--- config.mk ---
export PLATFORM = sky130hd
export DESIGN_NAME = twowire_regslave
export DESIGN_NICKNAME = d
export VERILOG_FILES = /design/src/rtl/twr_pkg.sv /design/src/rtl/twr_linesync.sv /design/src/rtl/twr_engine.sv /design/src/rtl/twr_regs.sv /design/src/rtl/twowire_regslave.sv
export SDC_FILE = /design/constraint.sdc
export NUM_CORES = 1
export LEC_CHECK = 0
export ABC_AREA = 1
export BUFFER_PORTS_ARGS = -buffer_cell sky130_fd_sc_hd__buf_2
export CAP_MARGIN = 5
export CORE_UTILIZATION = 62
export CTS_CLUSTER_DIAMETER = 60
export CTS_CLUSTER_SIZE = 30
export DETAILED_ROUTE_END_ITERATION = 7
export GPL_TIMING_DRIVEN = 0
export PLACE_DENSITY = 0.9
export SYNTH_ARGS = -nofsm -noshare
export SYNTH_HDL_FRONTEND = slang
export SYNTH_SLANG_ARGS = --single-unit
--- constraint.sdc ---
create_clock -name clk -period 4.5 [get_ports clk]
set_clock_uncertainty 0.05 [all_clocks]
set_input_delay 0.225 -clock clk [delete_from_list [all_inputs] [get_ports clk]]
set_output_delay 0.225 -clock clk [all_outputs]
set_load 0.03 [all_outputs]
--- src/rtl/twr_pkg.sv ---
package twr_pkg;
    typedef enum logic [2:0] {
        S_IDLE,
        S_RX,
        S_ACKGEN,
        S_TX,
        S_ACKCHK
    } bus_st_e;

    localparam logic [6:0] IDX_STATUS = 7'd0;
    localparam logic [6:0] IDX_FAULT  = 7'd1;
    localparam logic [6:0] IDX_INIT   = 7'd2;
    localparam logic [6:0] IDX_VADC   = 7'd3;
    localparam logic [6:0] IDX_CTRL   = 7'd4;
    localparam logic [6:0] IDX_CFG    = 7'd5;
    localparam logic [6:0] IDX_VOL1   = 7'd6;
    localparam logic [6:0] IDX_VOL2   = 7'd7;
endpackage

--- src/rtl/twr_linesync.sv ---
module twr_linesync #(
    parameter int STAGES = 2
) (
    input  logic clk,
    input  logic rst_n,
    input  logic scl_i,
    input  logic sda_i,
    output logic scl_o,
    output logic sda_o,
    output logic scl_rise,
    output logic scl_fall,
    output logic start_o,
    output logic stop_o
);
    localparam int LINES = 2;

    logic [LINES-1:0] raw;
    logic [LINES-1:0] synced;
    logic [LINES-1:0] prev_d, prev_q;

    assign raw = {scl_i, sda_i};

    for (genvar g = 0; g < LINES; g++) begin : g_line
        logic [STAGES-1:0] sh_d, sh_q;
        always_comb sh_d = {sh_q[STAGES-2:0], raw[g]};
        always_ff @(posedge clk or negedge rst_n) begin
            if (!rst_n) sh_q <= '1;
            else        sh_q <= sh_d;
        end
        assign synced[g] = sh_q[STAGES-1];
    end

    always_comb prev_d = synced;
    always_ff @(posedge clk or negedge rst_n) begin
        if (!rst_n) prev_q <= '1;
        else        prev_q <= prev_d;
    end

    assign scl_o    = synced[1];
    assign sda_o    = synced[0];
    assign scl_rise = synced[1] & ~prev_q[1];
    assign scl_fall = ~synced[1] & prev_q[1];
    assign start_o  = synced[1] & prev_q[1] & prev_q[0] & ~synced[0];
    assign stop_o   = synced[1] & prev_q[1] & ~prev_q[0] & synced[0];
endmodule

--- src/rtl/twr_engine.sv ---
module twr_engine
    import twr_pkg::*;
#(
    parameter logic [4:0] ADDR_HI = 5'b10000
) (
    input  logic       clk,
    input  logic       rst_n,
    input  logic       scl_h,
    input  logic       sda_h,
    input  logic       scl_rise,
    input  logic       scl_fall,
    input  logic       start,
    input  logic       stop,
    input  logic [1:0] addr_sel,
    input  logic [7:0] rd_data,
    output logic       sda_oe,
    output logic       idx_wr,
    output logic       reg_wr,
    output logic       adv,
    output logic [7:0] wr_data
);
    typedef struct packed {
        bus_st_e    st;
        logic [2:0] cnt;
        logic [7:0] sh;
        logic       rw;
        logic       is_addr;
        logic       first;
        logic       full;
        logic       mack;
        logic       oe;
    } eng_t;

    eng_t d, q;

    always_comb begin
        d      = q;
        idx_wr = 1'b0;
        reg_wr = 1'b0;
        adv    = 1'b0;
        if (stop) begin
            d.st = S_IDLE;
            d.oe = 1'b0;
        end else if (start) begin
            d.st      = S_RX;
            d.is_addr = 1'b1;
            d.cnt     = '0;
            d.full    = 1'b0;
            d.oe      = 1'b0;
        end else begin
            case (q.st)
                S_RX: begin
                    if (scl_rise && !q.full) begin
                        d.sh  = {q.sh[6:0], sda_h};
                        d.cnt = q.cnt + 3'd1;
                        if (q.cnt == 3'd7) d.full = 1'b1;
                    end else if (scl_fall && q.full) begin
                        d.full = 1'b0;
                        d.cnt  = '0;
                        if (q.is_addr) begin
                            if (q.sh[7:1] == {ADDR_HI, addr_sel}) begin
                                d.oe      = 1'b1;
                                d.rw      = q.sh[0];
                                d.is_addr = 1'b0;
                                d.first   = ~q.sh[0];
                                d.st      = S_ACKGEN;
                            end else begin
                                d.st = S_IDLE;
                            end
                        end else begin
                            d.oe    = 1'b1;
                            d.st    = S_ACKGEN;
                            d.first = 1'b0;
                            if (q.first) begin
                                idx_wr = 1'b1;
                            end else begin
                                reg_wr = 1'b1;
                                adv    = 1'b1;
                            end
                        end
                    end
                end
                S_ACKGEN: begin
                    if (scl_fall) begin
                        d.cnt = '0;
                        if (q.rw) begin
                            d.sh = rd_data;
                            d.oe = ~rd_data[7];
                            adv  = 1'b1;
                            d.st = S_TX;
                        end else begin
                            d.oe = 1'b0;
                            d.st = S_RX;
                        end
                    end
                end
                S_TX: begin
                    if (scl_fall) begin
                        if (q.cnt == 3'd7) begin
                            d.oe = 1'b0;
                            d.st = S_ACKCHK;
                        end else begin
                            d.sh  = {q.sh[6:0], 1'b0};
                            d.oe  = ~q.sh[6];
                            d.cnt = q.cnt + 3'd1;
                        end
                    end
                end
                S_ACKCHK: begin
                    if (scl_rise) begin
                        d.mack = sda_h;
                    end else if (scl_fall) begin
                        if (!q.mack) begin
                            d.sh  = rd_data;
                            d.oe  = ~rd_data[7];
                            d.cnt = '0;
                            adv   = 1'b1;
                            d.st  = S_TX;
                        end else begin
                            d.st = S_IDLE;
                        end
                    end
                end
                default: ;
            endcase
        end
    end

    always_ff @(posedge clk or negedge rst_n) begin
        if (!rst_n) begin
            q         <= '0;
            q.st      <= S_IDLE;
            q.mack    <= 1'b1;
        end else begin
            q <= d;
        end
    end

    assign sda_oe  = q.oe;
    assign wr_data = q.sh;

    AST_START_ADDR: assert property (@(posedge clk) disable iff (!rst_n)
        start |=> (q.st == S_RX && q.is_addr && !q.oe));
    AST_STOP_IDLE: assert property (@(posedge clk) disable iff (!rst_n)
        stop |=> (q.st == S_IDLE && !q.oe));
    AST_IDLE_RELEASED: assert property (@(posedge clk) disable iff (!rst_n)
        (q.st == S_IDLE) |-> !sda_oe);
    AST_OE_LOW_CLK: assert property (@(posedge clk) disable iff (!rst_n)
        (sda_oe != $past(sda_oe)) |-> !scl_h);
endmodule

--- src/rtl/twr_regs.sv ---
module twr_regs
    import twr_pkg::*;
#(
    parameter logic [7:0] CTRL_MASK = 8'hC7,
    parameter logic [7:0] CFG_MASK  = 8'h7F,
    parameter logic [7:0] VOL_RST   = 8'hFF
) (
    input  logic       clk,
    input  logic       rst_n,
    input  logic       idx_wr,
    input  logic       reg_wr,
    input  logic       adv,
    input  logic [7:0] wr_data,
    input  logic       ovl_evt,
    input  logic       ocl_evt,
    input  logic [2:0] stat_live,
    input  logic [3:0] fault_live,
    input  logic [1:0] spk_miss,
    input  logic [7:0] vol_adc,
    output logic [7:0] rd_data,
    output logic [7:0] ctrl,
    output logic [7:0] cfg,
    output logic [7:0] vol1,
    output logic [7:0] vol2
);
    typedef struct packed {
        logic [7:0] idx;
        logic       ovl;
        logic       ocl;
        logic [7:0] ctrl;
        logic [7:0] cfg;
        logic [7:0] vol1;
        logic [7:0] vol2;
    } regs_t;

    regs_t d, q;
    logic [6:0] sel;

    assign sel = q.idx[6:0];

    always_comb begin
        d = q;
        if (reg_wr) begin
            case (sel)
                IDX_STATUS: begin
                    if (!wr_data[7]) d.ovl = 1'b0;
                    if (!wr_data[6]) d.ocl = 1'b0;
                end
                IDX_CTRL: d.ctrl = wr_data & CTRL_MASK;
                IDX_CFG:  d.cfg  = wr_data & CFG_MASK;
                IDX_VOL1: d.vol1 = wr_data;
                IDX_VOL2: d.vol2 = wr_data;
                default: ;
            endcase
        end
        if (ovl_evt) d.ovl = 1'b1;
        if (ocl_evt) d.ocl = 1'b1;
        if (idx_wr)
            d.idx = wr_data;
        else if (adv && q.idx[7])
            d.idx = {1'b1, q.idx[6:0] + 7'd1};
    end

    always_comb begin
        case (sel)
            IDX_STATUS: rd_data = {q.ovl, q.ocl, 3'b000, stat_live};
            IDX_FAULT:  rd_data = {4'b0000, fault_live};
            IDX_INIT:   rd_data = {2'b00, spk_miss, 4'b0000};
            IDX_VADC:   rd_data = vol_adc;
            IDX_CTRL:   rd_data = q.ctrl;
            IDX_CFG:    rd_data = q.cfg;
            IDX_VOL1:   rd_data = q.vol1;
            IDX_VOL2:   rd_data = q.vol2;
            default:    rd_data = 8'h00;
        endcase
    end

    always_ff @(posedge clk or negedge rst_n) begin
        if (!rst_n) begin
            q      <= '0;
            q.vol1 <= VOL_RST;
            q.vol2 <= VOL_RST;
        end else begin
            q <= d;
        end
    end

    assign ctrl = q.ctrl;
    assign cfg  = q.cfg;
    assign vol1 = q.vol1;
    assign vol2 = q.vol2;

    AST_OVL_SET: assert property (@(posedge clk) disable iff (!rst_n)
        ovl_evt |=> q.ovl);
    AST_OCL_SET: assert property (@(posedge clk) disable iff (!rst_n)
        ocl_evt |=> q.ocl);
    AST_OVL_CLEAR_SRC: assert property (@(posedge clk) disable iff (!rst_n)
        $fell(q.ovl) |-> $past(reg_wr && !ovl_evt));
    AST_IDX_STEP: assert property (@(posedge clk) disable iff (!rst_n)
        (q.idx != $past(q.idx)) |->
            ($past(idx_wr) || (q.idx[6:0] == $past(q.idx[6:0]) + 7'd1)));
    AST_CTRL_RSVD: assert property (@(posedge clk) disable iff (!rst_n)
        (ctrl & ~CTRL_MASK) == 8'h00);
endmodule

--- src/rtl/twowire_regslave.sv ---
module twowire_regslave #(
    parameter int         SYNC_STAGES = 2,
    parameter logic [4:0] ADDR_HI     = 5'b10000,
    parameter logic [7:0] CTRL_MASK   = 8'hC7,
    parameter logic [7:0] CFG_MASK    = 8'h7F,
    parameter logic [7:0] VOL_RST     = 8'hFF
) (
    input  logic       clk,
    input  logic       rst_n,
    input  logic       scl_i,
    input  logic       sda_i,
    output logic       sda_oe_o,
    input  logic [1:0] addr_sel_i,
    input  logic       ovl_evt_i,
    input  logic       ocl_evt_i,
    input  logic [2:0] stat_live_i,
    input  logic [3:0] fault_live_i,
    input  logic [1:0] spk_miss_i,
    input  logic [7:0] vol_adc_i,
    output logic [7:0] ctrl_o,
    output logic [7:0] cfg_o,
    output logic [7:0] vol1_o,
    output logic [7:0] vol2_o
);
    logic       scl_h, sda_h, scl_rise, scl_fall, start, stop;
    logic       idx_wr, reg_wr, adv;
    logic [7:0] wr_data, rd_data;

    twr_linesync #(.STAGES(SYNC_STAGES)) u_sync (
        .clk      (clk),
        .rst_n    (rst_n),
        .scl_i    (scl_i),
        .sda_i    (sda_i),
        .scl_o    (scl_h),
        .sda_o    (sda_h),
        .scl_rise (scl_rise),
        .scl_fall (scl_fall),
        .start_o  (start),
        .stop_o   (stop)
    );

    twr_engine #(.ADDR_HI(ADDR_HI)) u_eng (
        .clk      (clk),
        .rst_n    (rst_n),
        .scl_h    (scl_h),
        .sda_h    (sda_h),
        .scl_rise (scl_rise),
        .scl_fall (scl_fall),
        .start    (start),
        .stop     (stop),
        .addr_sel (addr_sel_i),
        .rd_data  (rd_data),
        .sda_oe   (sda_oe_o),
        .idx_wr   (idx_wr),
        .reg_wr   (reg_wr),
        .adv      (adv),
        .wr_data  (wr_data)
    );

    twr_regs #(
        .CTRL_MASK (CTRL_MASK),
        .CFG_MASK  (CFG_MASK),
        .VOL_RST   (VOL_RST)
    ) u_regs (
        .clk        (clk),
        .rst_n      (rst_n),
        .idx_wr     (idx_wr),
        .reg_wr     (reg_wr),
        .adv        (adv),
        .wr_data    (wr_data),
        .ovl_evt    (ovl_evt_i),
        .ocl_evt    (ocl_evt_i),
        .stat_live  (stat_live_i),
        .fault_live (fault_live_i),
        .spk_miss   (spk_miss_i),
        .vol_adc    (vol_adc_i),
        .rd_data    (rd_data),
        .ctrl       (ctrl_o),
        .cfg        (cfg_o),
        .vol1       (vol1_o),
        .vol2       (vol2_o)
    );
endmodule

==> metrics, run 1 <==
routed vias 3825; Clk Latency, worst-skew pair 0.35 ns; Setup violations, final 0; period utilization 44.6%; sw frac 40.1%; Inserted Diodes 0; Worst Setup EP u_eng.wr_data[1]; Worst Hold Class primary input to flop; Total Negative Setup Slacks 0 ns; part of the power in combinational logic 35.3%; Period minus WS final 2.01 ns; Initial Util 64.1%; row count 29; core footprint 0.00635 sq mm; Syn-to-layout area delta 15.6%; CTS Buffer Depth 2; unrepaired setup endpoints after global routing no; crit start category flop; multi-input combinational cell area 0.00193 sq mm; clock-pin slew on the worst setup and hold paths 0.07 ns; Post-synth EDFFs 0; PostCTS Resize Cnt 0; total of max-cap violations 0; die width 83.0 um; FF+latch count, synth 64; # fillers 453; leakage power 2.55 nW; Die Ht 83.0 um; Slew Viols, Final 0; distinct cell type count after synthesis 38; RD Place Congestion 0.930; Post-Synthesis Cell Area 0.00407 sq mm; PD cells 411 mW/mm^2; worst-path fanout max 9; CTS Buf Count 9; CP Class flop to flop; Async SR Flop Fraction 100%; gr usage total 30.5%; die area 0.00689 sq mm; Slew @ Worst Pin 0.607 ns; vias per inst 5.54; syn avg cell area 7.58 sq um; share of cells above drive strength 1 32.5%; CTS tree done; post-CTS setup repair buffer count 0; reg2reg start u_regs.q[34]; top_reg_cell synth dfrtp_1; RR Endpoint u_eng.wr_data[1]; H-tree levels 3; Worst setup EP type flop; Int Power 1.16 mW; CP required 4.72 ns; antenna violations before repair 0; Hold Crit Depth 2; Post-Syn Instances 537; Synth Warn # 0; Post-CTS Hold Buffers 3; gr ovfl total 0; Final #Nets 639; largest net degree at the start of global routing 41; critical path arrival 2.23 ns; post-route ant nets 0; hold_ws 0.00629 ns; FMAX 499 MHz; clock root cell clkbuf_8; Starting DRT DRC Count 315; WL per Instance 14.6 um; IO Pins 58; sw power 776 uW; Reg2Reg Depth 10; slew margin rel. 59.5%; DRC violations left 0; vias in the first global route 3660; sequential area share after synthesis 40.1%; CTS sink cnt 64; Seq pwr share 36.7%; Detailed Route WL 10100 um; Storage cell area 0.00163 sq mm; maximum VDD drop 371 uV; clock share of power 28.0%; worst reg2reg setup slack 2.49 ns; status complete, no violations; number of I/O port buffers 53; Hold Fails Final Rpt 0; DP HPWL 7440 um; DR pass1 iterations 5; first-pass GRT wire length 16600 um; Setup crit start u_regs.q[34]
[cell usage in the layout, fill, tap and decap left out, types with 6 or more instances in the layout]
cell type / n
a21oi_1: 16
nand2_1: 166
inv_2: 13
dfstp_2: 23
nor2_2: 8
nor3_1: 8
nand3_1: 23
buf_4: 34
nor2_1: 55
clkbuf_8: 9
inv_1: 39
buf_2: 54
o21ai_2: 19
dfrtp_1: 41
ha_1: 6
nand2_2: 12
o21ai_0: 13
nand4_1: 6
o21ai_1: 22
[area by class of cell]
class                      count  share of cell area, %
clock buffer                  10                   2.71
timing repair buffer          57                   6.70
inverter                      54                   4.47
sequential                    64                   34.7
tap                           77                   2.05
multi-input combinational    383                   41.1
buffer                        39                   6.49
clock inverter                 6                   1.78
[per-stage QoR]
step	instance area [sq um]	power (mW)	instances	util [%]	setup slack, ns
2_1_floorplan	4080	1.20	540	-	2.87
3_3_place_gp	4440	1.35	670	70.0	2.61
4_1_cts	4700	1.92	690	74.1	2.52
3_5_place_dp	4460	1.38	671	70.3	2.56
5_1_grt	4700	2.04	690	74.1	2.32
6_report	4700	1.93	690	74.1	2.49
[state kept, by name, indices dropped and copies added, names as in the netlist]
signal,cells
u_eng.q,11
u_regs.q,10
u_eng.wr_data,8
u_regs.vol1,8
u_regs.vol2,8
u_regs.cfg,7
u_regs.ctrl,5
u_sync.g_line.sh_q,4
u_sync.prev_q,2
u_eng.sda_oe,1
[critical path: stages, from the launching register on]
cell     delay [ns]
dfrtp_1        0.43
inv_1          0.15
ha_1           0.27
nand3_1        0.17
nor2_4         0.30
nand2_1        0.10
nand2_1        0.13
nor2_1         0.06
nand2_1        0.06
nand2_1        0.06
a21oi_1        0.15
[metal layers]
metal	vias up	wire length, um	track usage [%]	share of wire, %
li1	1812	-	-	-
met1	1802	4060	38.9	40
met2	179	4950	50.7	49
met3	32	757	4.27	7.5
met4	0	331	15.5	3.3
met5	-	0	0	0
[worst min-delay path by stage]
stage,startpoint,endpoint,slack (ns)
after floorplan,rst_n,u_eng.q[14],-0.12
after global placement,scl_i,u_sync.g_line[1].sh_q[0],0.28
after detailed placement,rst_n,u_regs.q[34],0.21
after CTS,ocl_evt_i,u_regs.q[32],0.003
after global routing,ovl_evt_i,u_regs.q[33],0.01
final,ocl_evt_i,u_regs.q[32],0.006
[cells in the mapped netlist (2+ instances only)]
cell type | number | area, sq um
nand3_4 | 3 | 52.6
dfrtp_1 | 41 | 1030
nand3_2 | 2 | 20.0
inv_2 | 13 | 48.8
nor2_2 | 8 | 50.1
buf_4 | 34 | 255
nand2_2 | 12 | 75.1
nor2_4 | 2 | 22.5
nand2_1 | 166 | 623
o21ai_1 | 22 | 110
ha_1 | 6 | 75.1
dfstp_2 | 23 | 604
xor2_1 | 3 | 26.3
nand2_4 | 3 | 33.8
a21o_1 | 2 | 15.0
o21ai_0 | 13 | 65.1
o21ai_2 | 19 | 166
nand3_1 | 23 | 115
nor2_1 | 55 | 206
buf_6 | 4 | 45.0
nand4_1 | 6 | 37.5
a21oi_1 | 16 | 80.1
nor3_1 | 8 | 40.0
inv_1 | 39 | 146
[cell families (layout without fill, tap and decap cells)]
group / count (synthesis) / count (layout) / share of synthesized area, %
XOR/XNOR: 3 / 3 / 0.646
AND/OR/NAND/NOR: 293 / 293 / 32.8
flip-flops: 64 / 64 / 40.1
adder cells (fa/ha/maj): 6 / 6 / 1.84
AO/OA/AOI/OAI: 77 / 77 / 11.8
other: 1 / 4 / 0.0922
buffers and inverters: 93 / 166 / 12.7
[power by group through the flow]
stage                     Combinational [mW]  Clock [mW]  Sequential (mW)
after floorplan                        0.487           0            0.712
final                                  0.682       0.542            0.710
after global routing                   0.759       0.567            0.717
after global placement                 0.637           0            0.713
after detailed placement               0.664           0            0.718
after CTS                              0.670       0.546            0.708
Power figures use the tool's default switching activity.
==> inputs of run 2 (changes only) <==
--- a/config.mk
+++ b/config.mk
@@ -8,12 +8,12 @@
 export ABC_AREA = 1
 export BUFFER_PORTS_ARGS = -buffer_cell sky130_fd_sc_hd__buf_2
 export CAP_MARGIN = 5
-export CORE_UTILIZATION = 62
+export CORE_UTILIZATION = 58
 export CTS_CLUSTER_DIAMETER = 60
 export CTS_CLUSTER_SIZE = 30
 export DETAILED_ROUTE_END_ITERATION = 7
 export GPL_TIMING_DRIVEN = 0
-export PLACE_DENSITY = 0.9
+export PLACE_DENSITY = 0.86
 export SYNTH_ARGS = -nofsm -noshare
 export SYNTH_HDL_FRONTEND = slang
 export SYNTH_SLANG_ARGS = --single-unit
==> constraint.sdc (replaced) <==
create_clock -name clk -period 2.05 [get_ports clk]
set_clock_uncertainty 0.05 [all_clocks]
set_input_delay 0.1025 -clock clk [delete_from_list [all_inputs] [get_ports clk]]
set_output_delay 0.1025 -clock clk [all_outputs]
set_load 0.03 [all_outputs]
==> metrics, run 2 (synthesized netlist as in run 1, its figures left out) <==
status complete, no violations; worst-path fanout max 5 (-4); Period minus WS final 1.90 ns (-0.103 ns); clock root cell clkbuf_8; routed vias 3732 (-2.4%); post-layout util 70.2% (-3.9 points); RD Place Congestion 0.926 (-0.35%); vias in the first global route 3611 (-1.3%); grt met2 use 47.8% (-3.0 points); Inserted Diodes 0 (unchanged); CP required 2.27 ns (-2.45 ns); design area 0.00477 sq mm (+1.4%); die width 85.8 um (+3.3%); clock-pin slew on the worst setup and hold paths 0.07 ns (about the same); Int Power 2.49 mW (+110%); Syn-to-layout area delta 17.2%; Total Negative Setup Slacks 0 ns (unchanged); Hold Fails Final Rpt 0 (unchanged); Slew Viols, Final 0 (unchanged); Most flops, register u_eng.q; post-placement cell area 0.00449 sq mm (+0.53%); CP Class flop to flop; Die Ht 85.8 um (+3.3%); most common cell after layout, fill and taps aside nand2_1; Initial Util 59.9% (-4.2 points); gr ovfl total 0 (unchanged); post-route ant nets 0 (unchanged); grt peak-use layer met2; max FFs per register 11 (unchanged); total of max-cap violations 0 (unchanged); share of cells above drive strength 1 32.8% (+0.33 points); Detailed Route WL 9940 um (-1.6%); CTS Buf Count 9 (unchanged); Worst setup EP type flop; WL per Instance 14.0 um (-4.7%); FMAX 526 MHz (+5.4%); first-pass GRT wire length 16400 um (-1.5%); Slew @ Worst Pin 0.841 ns (+0.233 ns); M1 GR Usage 37.1% (-1.8 points); slew margin rel. 44.0% (-16 points); Setup violations, final 0 (unchanged); GR Util met3 5.49% (+1.2 points); Worst Hold Class primary input to flop; part of the power in combinational logic 35.5% (+0.2 points); crit start category flop; row count 30 (+3.4%); Final #Nets 642 (+0.47%); DR pass1 iterations 5 (unchanged); leakage power 2.56 nW (+0.48%); core footprint 0.00679 sq mm (+7.0%); sw frac 39.9% (-0.17 points); CTS Buffer Depth 2 (unchanged); CTS tree done; CTS sink cnt 64 (unchanged); IO Pins 58 (unchanged); gr usage total 28.8% (-1.7 points); most frequent cells in the layout nand2_1 (166), nor2_1 (54), buf_2 (54), dfrtp_1 (41), inv_1 (39); maximum VDD drop 783 uV (+110%); DRC violations left 0 (unchanged); PD cells 870 mW/mm^2 (+110%); # fillers 537 (+19%); critical path arrival 2.12 ns (-0.11 ns); H-tree levels 3 (unchanged); vias per inst 5.24 (-5.4%); Clk Latency, worst-skew pair 0.35 ns (about the same); number of I/O port buffers 53 (unchanged); clock share of power 27.0% (-1.0 points); Largest regs u_eng.q: 11 flops, u_regs.q: 10 flops; unrepaired setup endpoints after global routing no; DP HPWL 7180 um (-3.5%); sw power 1.66 mW (+110%); period utilization 92.8% (+48 points); Seq pwr share 37.5% (+0.8 points); die area 0.00735 sq mm (+6.7%); Starting DRT DRC Count 207 (-34%); largest net degree at the start of global routing 37 (-9.8%); antenna violations before repair 0 (unchanged); worst reg2reg setup slack 0.15 ns (-2.35 ns)
run 2: changes by cell type in the layout (fill, tap and decap cells not counted), sizes merged:
| cell | previous run | this run |
|---|---|---|
| bufinv | 2 | 1 |
| nor2 | 66 | 67 |
| clkbuf | 10 | 13 |
| dlygate4sd3 | 3 | 5 |
| clkinv | 5 | 3 |
run 2: path summary, 6_finish.rpt:
kind	start	endpoint	cells after the start
min in group asynchronous	rst_n	u_regs.q[39]	2
worst min register to register	u_sync.g_line[1].sh_q[0]	u_sync.g_line[1].sh_q[1]	0
worst min-delay path	vol_adc_i[3]	u_eng.wr_data[3]	5
worst max register to register	u_regs.q[34]	u_eng.wr_data[3]	10
max in group asynchronous	rst_n	u_regs.vol2[3]	3
worst max-delay path	u_regs.q[34]	u_eng.wr_data[3]	10
run 2: power groups by stage:
stage | sequential [mW] | clock (mW) | combinational, mW
after detailed placement | 1.57 | 0 | 1.44
final | 1.55 | 1.12 | 1.47
after CTS | 1.55 | 1.12 | 1.47
after global placement | 1.57 | 0 | 1.40
after floorplan | 1.56 | 0 | 1.07
after global routing | 1.57 | 1.19 | 1.66
run 2: area by class of cell:
type	instances	area (sq um)	area share, %
inverter	54	210	4.41
multi-input combinational	384	1970	41.3
clock buffer	13	159	3.33
timing repair buffer	59	335	7.03
sequential	64	1630	34.2
tap	96	120	2.52
buffer	39	305	6.40
clock inverter	3	40.0	0.840
run 2: layer usage:
metal	up-vias	share of wire, %
li1	1828	-
met1	1755	42
met2	124	50
met3	25	6.5
met4	0	2.2
met5	-	0
run 2: worst max-delay path, cell delays in order, from the launching register on:
cell	delay, ns
dfrtp_1	0.42
inv_1	0.15
ha_1	0.27
nand3_2	0.19
nor2_4	0.20
nand2_1	0.10
nand2_1	0.10
inv_1	0.05
nand4_1	0.08
nand2_1	0.07
a21oi_1	0.13
run 2: what timing repair did:
item,in CTS,in global routing
setup endpoints to repair,0,12
endpoints found under the hold margin,32,0
hold buffers,5,0
gates resized for setup,0,6
setup buffers,0,0
run 2: stage by stage:
step / worst slack (ns) / hold WS, ns / instances / total power [mW]
2_1_floorplan: 0.423 / -0.243 / 540 / 2.63
3_3_place_gp: 0.153 / 0.158 / 689 / 2.97
3_5_place_dp: 0.110 / 0.159 / 690 / 3.02
4_1_cts: 0.0308 / 0.156 / 711 / 4.14
5_1_grt: 0.0147 / 0.210 / 712 / 4.42
6_report: 0.147 / 0.173 / 712 / 4.15
==> inputs of run 3 (changes only) <==
--- a/config.mk
+++ b/config.mk
@@ -13,6 +13,7 @@
 export CTS_CLUSTER_SIZE = 30
 export DETAILED_ROUTE_END_ITERATION = 7
 export GPL_TIMING_DRIVEN = 0
+export MAX_ROUTING_LAYER = met4
 export PLACE_DENSITY = 0.86
 export SYNTH_ARGS = -nofsm -noshare
 export SYNTH_HDL_FRONTEND = slang
==> metrics, run 3 (synthesized netlist as in run 1, its figures left out) <==
status complete, no violations; Most flops, register u_eng.q; Starting DRT DRC Count 213 (+2.9%); CP required 2.27 ns (about the same); maximum VDD drop 964 uV (+23%); gr usage total 29.6% (+0.75 points); max FFs per register 11 (unchanged); FMAX 535 MHz (+1.8%); first-pass GRT wire length 16100 um (-1.6%); period utilization 91.1% (-1.7 points); antenna violations before repair 0 (unchanged); die area 0.00735 sq mm (unchanged); Final #Nets 643 (+0.16%); critical path arrival 2.09 ns (-0.03 ns); clock-pin slew on the worst setup and hold paths 0.08 ns (about the same); vias in the first global route 3513 (-2.7%); IO Pins 58 (unchanged); RD Place Congestion 0.940 (+1.5%); clock root cell clkbuf_8; Period minus WS final 1.87 ns (-0.0342 ns); Slew @ Worst Pin 0.887 ns (+0.0465 ns); CTS Buf Count 9 (unchanged); Setup violations, final 0 (unchanged); sw frac 40.8% (+0.87 points); die width 85.8 um (unchanged); CTS tree done; CTS Buffer Depth 2 (unchanged); leakage power 2.55 nW (-0.13%); post-route ant nets 0 (unchanged); Syn-to-layout area delta 16.9%; DP HPWL 7240 um (+0.76%); WL per Instance 13.6 um (-2.2%); Pwr Total 4.09 mW (-1.4%); routed vias 3694 (-1.0%); CP Class flop to flop; Total Negative Setup Slacks 0 ns (unchanged); slew margin rel. 40.9% (-3.1 points); core footprint 0.00679 sq mm (unchanged); vias per inst 5.18 (-1.2%); Int Power 2.42 mW (-2.8%); most frequent cells in the layout nand2_1 (166), nor2_1 (54), buf_2 (54), dfrtp_1 (41), inv_1 (39); PD cells 860 mW/mm^2 (-1.1%); row count 30 (unchanged); Initial Util 59.9% (unchanged); CTS sink cnt 64 (unchanged); total of max-cap violations 0 (unchanged); worst reg2reg setup slack 0.18 ns (+0.03 ns); Largest regs u_eng.q: 11 flops, u_regs.q: 10 flops; Die Ht 85.8 um (unchanged); unrepaired setup endpoints after global routing no; crit start category flop; largest net degree at the start of global routing 40 (+8.1%); Inserted Diodes 0 (unchanged); share of cells above drive strength 1 33.2% (+0.43 points); worst-path fanout max 5 (unchanged); DR pass1 iterations 5 (unchanged); Worst setup EP type flop; gr ovfl total 0 (unchanged); most common cell after layout, fill and taps aside nand2_1; Hold Fails Final Rpt 0 (unchanged); Clk Latency, worst-skew pair 0.35 ns (about the same); clock share of power 25.9% (-1.1 points); part of the power in combinational logic 36.1% (+0.6 points); sw power 1.67 mW (+0.79%); DRC violations left 0 (unchanged); Detailed Route WL 9730 um (-2.1%); Worst Hold Class primary input to flop; number of I/O port buffers 53 (unchanged); H-tree levels 3 (unchanged); Slew Viols, Final 0 (unchanged); Seq pwr share 38.0% (+0.5 points)
run 3: power groups by stage:
stage	Combinational, mW	Clock [mW]	Sequential (mW)
6_report	1.48	1.06	1.55
5_1_grt	1.67	1.12	1.57
4_1_cts	1.47	1.07	1.55
3_5_place_dp	1.45	0	1.57
3_3_place_gp	1.40	0	1.57
2_1_floorplan	1.07	0	1.56
run 3: metrics by stage:
stage | utilization [%] | hold WS [ns] | worst slack (ns) | cell area (sq um) | cells
4_1_cts | 69.5 | 0.117 | 0.0717 | 4720 | 711
6_report | 70.0 | 0.125 | 0.182 | 4760 | 713
2_1_floorplan | - | -0.243 | 0.423 | 4080 | 540
3_3_place_gp | 65.7 | 0.158 | 0.155 | 4470 | 689
3_5_place_dp | 66.0 | 0.159 | 0.0983 | 4490 | 690
5_1_grt | 70.0 | 0.190 | 0.00452 | 4760 | 713
run 3: critical path, cell delays in order (launching register included):
cell,delay [ns]
dfrtp_1,0.43
inv_1,0.16
ha_1,0.21
nand3_1,0.14
nor2_2,0.29
nand2_1,0.11
nand2_1,0.09
nor2_1,0.04
nand2_1,0.07
nand2_1,0.06
a21oi_1,0.13
run 3: what timing repair did:
item / 4_1_cts / 5_1_grt
hold endpoints to repair: 35 / 0
hold buffers: 5 / 0
setup buffers: 0 / 1
endpoints found under the setup margin: 0 / 11
resized for setup: 0 / 5
run 3: worst paths after layout:
check,end,startpoint,cells past startpoint
max,u_eng.wr_data[1],u_regs.q[34],10
max reg2reg,u_eng.wr_data[1],u_regs.q[34],10
min reg2reg,u_sync.g_line[0].sh_q[1],u_sync.g_line[0].sh_q[0],0
min,u_eng.wr_data[3],vol_adc_i[3],5
min in group asynchronous,u_regs.q[32],rst_n,2
max in group asynchronous,u_regs.vol1[3],rst_n,3
run 3: routing by layer:
| metal | track usage, % | share of wire (%) | vias up |
|---|---|---|---|
| li1 | - | - | 1820 |
| met1 | 38.7 | 43 | 1725 |
| met2 | 47.3 | 48 | 131 |
| met3 | 4.04 | 6.2 | 18 |
| met4 | 11.1 | 2.1 | 0 |
| met5 | - | 0 | - |
run 3: cell type report:
class | instances | area (sq um)
fillers | 568 | 2040
well taps | 96 | 120
plain buffers | 39 | 305
clock buffers | 10 | 128
flip-flops and latches | 64 | 1630
clock inverters | 6 | 58.8
multi-input cells | 384 | 1960
repair buffers | 60 | 343
inverters | 54 | 210
